File: src/rtl/xcr_pkg.sv
package xcr_pkg;
  typedef enum logic [1:0] {
    FLT_NONE = 2'd0,
    FLT_UD   = 2'd1,
    FLT_GP   = 2'd2
  } fault_e;

  typedef enum logic [1:0] {
    MD_REAL = 2'b00,
    MD_V86  = 2'b01,
    MD_PROT = 2'b10,
    MD_LONG = 2'b11
  } mode_e;
endpackage

File: src/rtl/xcr_ud_check.sv
module xcr_ud_check (
  input  logic feat_supported,
  input  logic os_enabled,
  input  logic pfx_lock,
  input  logic pfx_opsize,
  input  logic pfx_rep,
  input  logic pfx_repne,
  output logic ud_hit
);
  logic feat_off;
  logic bad_prefix;

  always_comb begin
    feat_off   = !feat_supported || !os_enabled;
    bad_prefix = pfx_lock || pfx_opsize || pfx_rep || pfx_repne;
    ud_hit     = feat_off || bad_prefix;
  end
endmodule

File: src/rtl/xcr_gp_check.sv
module xcr_gp_check #(
  parameter int          IDX_W     = 32,
  parameter int          HALF_W    = 32,
  parameter logic [63:0] IMPL_MASK = 64'h7
) (
  input  logic [IDX_W-1:0]  req_index,
  input  logic [HALF_W-1:0] data_hi,
  input  logic [HALF_W-1:0] data_lo,
  input  logic [1:0]        cpl,
  input  logic [1:0]        mode,
  output logic              gp_hit
);
  import xcr_pkg::*;

  localparam int          FULL_W    = 2 * HALF_W;
  localparam logic [63:0] RESV_MASK = ~IMPL_MASK;

  logic [FULL_W-1:0] value;
  logic              mode_bad;
  logic              priv_bad;
  logic              index_bad;
  logic              resv_bad;
  logic              low_bit_bad;
  logic              pair_bad;

  always_comb begin
    value       = {data_hi, data_lo};
    mode_bad    = (mode == MD_V86);
    priv_bad    = (mode != MD_REAL) && (cpl != 2'd0);
    index_bad   = (req_index != '0);
    resv_bad    = |(value & RESV_MASK[FULL_W-1:0]);
    low_bit_bad = !value[0];
    pair_bad    = (value[2:1] == 2'b10);
    gp_hit      = mode_bad || priv_bad || index_bad ||
                  resv_bad || low_bit_bad || pair_bad;
  end
endmodule

File: src/rtl/xcr_store.sv
module xcr_store #(
  parameter int          WIDTH     = 64,
  parameter logic [63:0] IMPL_MASK = 64'h7,
  parameter logic [63:0] RESET_VAL = 64'h1
) (
  input  logic             clk,
  input  logic             rst,
  input  logic             wr_en,
  input  logic [WIDTH-1:0] wr_data,
  output logic [WIDTH-1:0] q
);
  for (genvar i = 0; i < WIDTH; i++) begin : g_bit
    if (IMPL_MASK[i]) begin : g_flop
      logic bit_q;
      always_ff @(posedge clk) begin
        if (rst)        bit_q <= RESET_VAL[i];
        else if (wr_en) bit_q <= wr_data[i];
      end
      assign q[i] = bit_q;
    end else begin : g_tie
      assign q[i] = 1'b0;
    end
  end

  p_low_bit_kept_r9: assert property (@(posedge clk) disable iff (rst)
    q[0] == 1'b1);
  p_pair_never_10_r10: assert property (@(posedge clk) disable iff (rst)
    q[2:1] != 2'b10);
endmodule

File: src/rtl/xcr_write_unit.sv
module xcr_write_unit #(
  parameter int          IDX_W     = 32,
  parameter int          HALF_W    = 32,
  parameter int          ERR_W     = 16,
  parameter logic [63:0] IMPL_MASK = 64'h7,
  parameter logic [63:0] RESET_VAL = 64'h1
) (
  input  logic                clk,
  input  logic                rst,
  input  logic                req,
  input  logic [IDX_W-1:0]    req_index,
  input  logic [HALF_W-1:0]   data_hi,
  input  logic [HALF_W-1:0]   data_lo,
  input  logic [1:0]          cpl,
  input  logic [1:0]          mode,
  input  logic                pfx_lock,
  input  logic                pfx_opsize,
  input  logic                pfx_rep,
  input  logic                pfx_repne,
  input  logic                feat_supported,
  input  logic                os_enabled,
  output logic                done,
  output logic [1:0]          fault,
  output logic [ERR_W-1:0]    err_code,
  output logic [2*HALF_W-1:0] xcr_value
);
  import xcr_pkg::*;

  localparam int          FULL_W    = 2 * HALF_W;
  localparam logic [63:0] RESV_MASK = ~IMPL_MASK;

  logic   ud_hit;
  logic   gp_hit;
  logic   commit;
  fault_e fault_d;
  logic   done_q;
  fault_e fault_q;
  logic [ERR_W-1:0] err_q;

  xcr_ud_check u_ud (
    .feat_supported (feat_supported),
    .os_enabled     (os_enabled),
    .pfx_lock       (pfx_lock),
    .pfx_opsize     (pfx_opsize),
    .pfx_rep        (pfx_rep),
    .pfx_repne      (pfx_repne),
    .ud_hit         (ud_hit)
  );

  xcr_gp_check #(
    .IDX_W     (IDX_W),
    .HALF_W    (HALF_W),
    .IMPL_MASK (IMPL_MASK)
  ) u_gp (
    .req_index (req_index),
    .data_hi   (data_hi),
    .data_lo   (data_lo),
    .cpl       (cpl),
    .mode      (mode),
    .gp_hit    (gp_hit)
  );

  always_comb begin
    if (ud_hit)      fault_d = FLT_UD;
    else if (gp_hit) fault_d = FLT_GP;
    else             fault_d = FLT_NONE;
    commit = req && (fault_d == FLT_NONE);
  end

  xcr_store #(
    .WIDTH     (FULL_W),
    .IMPL_MASK (IMPL_MASK),
    .RESET_VAL (RESET_VAL)
  ) u_store (
    .clk     (clk),
    .rst     (rst),
    .wr_en   (commit),
    .wr_data ({data_hi, data_lo}),
    .q       (xcr_value)
  );

  always_ff @(posedge clk) begin
    if (rst) begin
      done_q  <= 1'b0;
      fault_q <= FLT_NONE;
      err_q   <= '0;
    end else begin
      done_q  <= req;
      fault_q <= req ? fault_d : FLT_NONE;
      err_q   <= '0;
    end
  end

  assign done     = done_q;
  assign fault    = fault_q;
  assign err_code = err_q;

  p_done_after_req_r2: assert property (@(posedge clk) disable iff (rst)
    req |=> done);
  p_no_done_idle_r2: assert property (@(posedge clk) disable iff (rst)
    !req |=> !done);
  p_ud_wins_r5: assert property (@(posedge clk) disable iff (rst)
    (req && ud_hit) |=> (fault == 2'd1));
  p_hold_on_fault_r12: assert property (@(posedge clk) disable iff (rst)
    (done && fault != 2'd0) |-> (xcr_value == $past(xcr_value)));
  p_err_zero_r12: assert property (@(posedge clk) disable iff (rst)
    done |-> (err_code == '0));
  p_resv_clear_r11: assert property (@(posedge clk) disable iff (rst)
    (xcr_value & RESV_MASK[FULL_W-1:0]) == '0);
endmodule

File: config.mk
export PLATFORM = sky130hd
export DESIGN_NAME = xcr_write_unit
export DESIGN_NICKNAME = d
export VERILOG_FILES = /design/src/rtl/xcr_pkg.sv /design/src/rtl/xcr_ud_check.sv /design/src/rtl/xcr_gp_check.sv /design/src/rtl/xcr_store.sv /design/src/rtl/xcr_write_unit.sv
export SDC_FILE = /design/constraint.sdc
export NUM_CORES = 1
export LEC_CHECK = 0
export ABC_AREA = 1
export BUFFER_PORTS_ARGS = -buffer_cell sky130_fd_sc_hd__buf_2
export CAP_MARGIN = 20
export CORE_AREA = 2 2 75 77
export CTS_CLUSTER_DIAMETER = 60
export CTS_CLUSTER_SIZE = 25
export DETAILED_ROUTE_END_ITERATION = 16
export DIE_AREA = 0 0 77 79
export PLACE_DENSITY = 0.75
export SYNTH_ARGS = -nofsm -noshare
export SYNTH_HDL_FRONTEND = slang
export SYNTH_SLANG_ARGS = --single-unit
File: constraint.sdc
create_clock -name clk -period 1.4 [get_ports clk]
set_input_delay 0.28 -clock clk [delete_from_list [all_inputs] [get_ports clk]]
set_output_delay 0.28 -clock clk [all_outputs]
set_load 0.01 [all_outputs]
==> qor_table.md <==
| Parameter | This run |
|:---|:---|
| Crit start category | input port |
| Result of the run | finished clean |
| Number of iterations in the first detailed-routing pass | 4 |
| Area of the multi-input gates | 765.7 um2 |
| Fin crit share | 85.09% |
| Die X-Extent | 77 um |
| Overall routing resource usage | 8.933% |
| Buffers inserted during post-CTS setup optimization | 0 |
| Hold path depth | 2 |
| Weighted congestion reported at the end of routability-driven placement | 0.6890 |
| Highest-count cells in the layout ignoring fill and taps | sky130_fd_sc_hd__buf_2, sky130_fd_sc_hd__conb_1, sky130_fd_sc_hd__nor2_1, sky130_fd_sc_hd__nand2_1, sky130_fd_sc_hd__inv_1 |
| Worst Setup End Kind | flip-flop |
| Shortest period the worst path allows | 1.191 ns |
| Maximum number of pins on one net before global-route repair | 7 |
| CP cell instances | buf_2 -> or2_0 -> nor2_1 -> nand2_1 -> nor2_2 -> nand2_2 -> nor2_4 -> nand3_1 -> nand2_1 -> nor2_1 |
| Worst IR drop on VDD | 0.1572 mV |
| Later-pin clock latency in the skew report | 0.22 ns |
| Mapped Cells | 208 |
| H-Tree Level Count | 1 |
| Synthesized area per cell | 5.901 um2 |
| Unrepaired setup endpoints after global routing | no |
| WP data arrival | 1.30 ns |
| Filler Cells Inserted | 606 |
| Leakage power | 0.9653 nW |
| Clock skew after layout | 0 ns |
| Crit path required time | 1.50 ns |
| Logic depth of the worst register-to-register path | 2 |
| Kind of cell adding the most delay to the critical path | simple AND/OR/NAND/NOR gates |
| Leading cell type in the layout, fill and taps excluded | sky130_fd_sc_hd__buf_2 |
| Non-Filler Cell Area, Final | 0.001614 mm2 |
| Antenna Cells | 0 |
| Vias in the first global route | 1152 |
| Placed wire-length estimate | 2800 um |
| Clock tree root buffer cell | sky130_fd_sc_hd__clkbuf_8 |
| Detailed Route WL | 3005 um |
| Antenna Nets Post-Route | 0 |
| Post-layout total power | 0.7305 mW |
| TritonCTS Buffers | 3 |
| Core Region | 0.005338 mm2 |
| Flops & latches, synth | 6 |
| Sequential fraction of the synthesis area | 9.786% |
| Number of slew-limit violations in the final report | 0 |
| Count of input and output buffers | 114 |
| Cell area after synthesis | 0.001227 mm2 |
| Register cell area after layout | 120.1 um2 |
| Synth top area cells | sky130_fd_sc_hd__buf_4, sky130_fd_sc_hd__nor2_1, sky130_fd_sc_hd__nand2_1, sky130_fd_sc_hd__dfxtp_1, sky130_fd_sc_hd__inv_1 |
| CTS tree | done |
| Number of hold buffers added after CTS | 0 |
| Util after Layout | 30.24% |
| CTS-repair resized insts | 0 |
| Crit path buf inv count | 1 |
| Initial antenna violation count | 0 |
| Fraction of layout instances using a drive strength above 1 | 38.63% |
| Worst min-delay path class | in -> reg |
| Vias per cell | 3.407 |
| Max-cap violations | 0 |
| Routed length per instance | 7.646 um |
| Maximum cell stage delay along the critical path | 0.21 ns |
| Largest buffer count on any clock path | 2 |
| Library cell with the largest summed area after synthesis | sky130_fd_sc_hd__buf_4 |
| Crit path kind | in -> reg |
| Number of warnings issued by yosys | 0 |
| Clock Sinks | 6 |
| Via count | 1339 |
| Area share of the largest cell type after synthesis | 48.93% |
| Clock-pin slew on the worst setup and hold paths | 0.04 ns |
| Unique masters post-synth | 17 |
| First-iteration detailed-routing DRC count | 28 |
| Total number of placement rows | 27 |
| Initial standard-cell utilization of the core | 23.00% |
| Wire length of the first global-routing pass | 4471 um |
| Total number of cells along the worst setup path | 10 |
| Final hold vios | 0 |
| Slowest library cell on the worst path | sky130_fd_sc_hd__or2_0 |
| Pwr per Cell Area | 452.6 mW/mm2 |
| Final setup viols | 0 |
| Vertical die dimension | 79 um |
| Final setup TNS | 0 ns |
| Non-filler cells in the finished layout | 393 |
| Signed area change from the synthesized netlist to the final layout | 31.50% |
| Top-Level Pins | 192 |
| Leftover overflow at the end of global routing | 0 |
| Post-Place Cells | 390 |
| Worst-path fanout max | 6 |
| Placed standard-cell area | 0.001573 mm2 |
| Highest clock rate | 839.5 MHz |
| Post-layout net count | 432 |
| Count of unresolved DRC violations after routing | 0 |
| Area enclosed by the die boundary | 0.006083 mm2 |
## power by group
part	switching, mW	leakage, nW	internal (mW)
combinational	0.171	0.895	0.132
sequential	0.000548	0.0489	0.175
clock	0.0669	0.0216	0.184
total	0.239	0.965	0.492
## routing by layer
metal	GRT usage, %	part of all wire, %
met1	7.713	30
met2	20.70	56
met3	1.136	14
met4	2.143	0
met5	0	0
## final timing paths
kind / startpoint / end / slack [ns]
min: rst / done / 0.26
max: data_lo[30] / u_store.g_bit[1].g_flop.bit_q / 0.21
min reg2reg: u_store.g_bit[0].g_flop.bit_q / u_store.g_bit[0].g_flop.bit_q / 0.45
max reg2reg: u_store.g_bit[1].g_flop.bit_q / u_store.g_bit[1].g_flop.bit_q / 0.79
## kinds of logic after synthesis
group           synth area share (%)
flops                          9.786
compound gates                0.8155
other cells                   0.3055
simple gates                   38.02
buf+inv                        51.07
## cell usage after synthesis
cell,n
sky130_fd_sc_hd__or2_2,1
sky130_fd_sc_hd__nor2_1,62
sky130_fd_sc_hd__nand3_1,3
sky130_fd_sc_hd__conb_1,1
sky130_fd_sc_hd__a21oi_1,2
sky130_fd_sc_hd__nand4_1,1
sky130_fd_sc_hd__nor2_2,3
sky130_fd_sc_hd__nand3b_1,1
sky130_fd_sc_hd__dfxtp_1,6
sky130_fd_sc_hd__nand2_1,35
sky130_fd_sc_hd__nand2_2,1
sky130_fd_sc_hd__nor3b_1,1
sky130_fd_sc_hd__or2_0,1
sky130_fd_sc_hd__nor2_4,2
sky130_fd_sc_hd__nor4_1,1
sky130_fd_sc_hd__inv_1,7
sky130_fd_sc_hd__buf_4,80
## state kept, by name (all words and copies together), names as in the netlist
name,flops
u_store.g_bit.g_flop.bit_q,3
fault,2
done,1
## cell type report
type                    count  share of cell area, %
multi-input cells         191                  47.44
clock buffers               3                  2.558
inverters                   7                  1.628
well taps                  72                  5.581
flip-flops and latches      6                  7.442
repair buffers            114                  35.35
## stage by stage
stage          hold WS, ns  setup slack (ns)
6_report            0.2620            0.2088
5_1_grt             0.2833           0.02243
4_1_cts             0.2614            0.1726
3_5_place_dp        0.4396          -0.05350
3_3_place_gp        0.4437          -0.02124
2_1_floorplan       0.3711            0.1847
(Power assumes the default switching activity.)
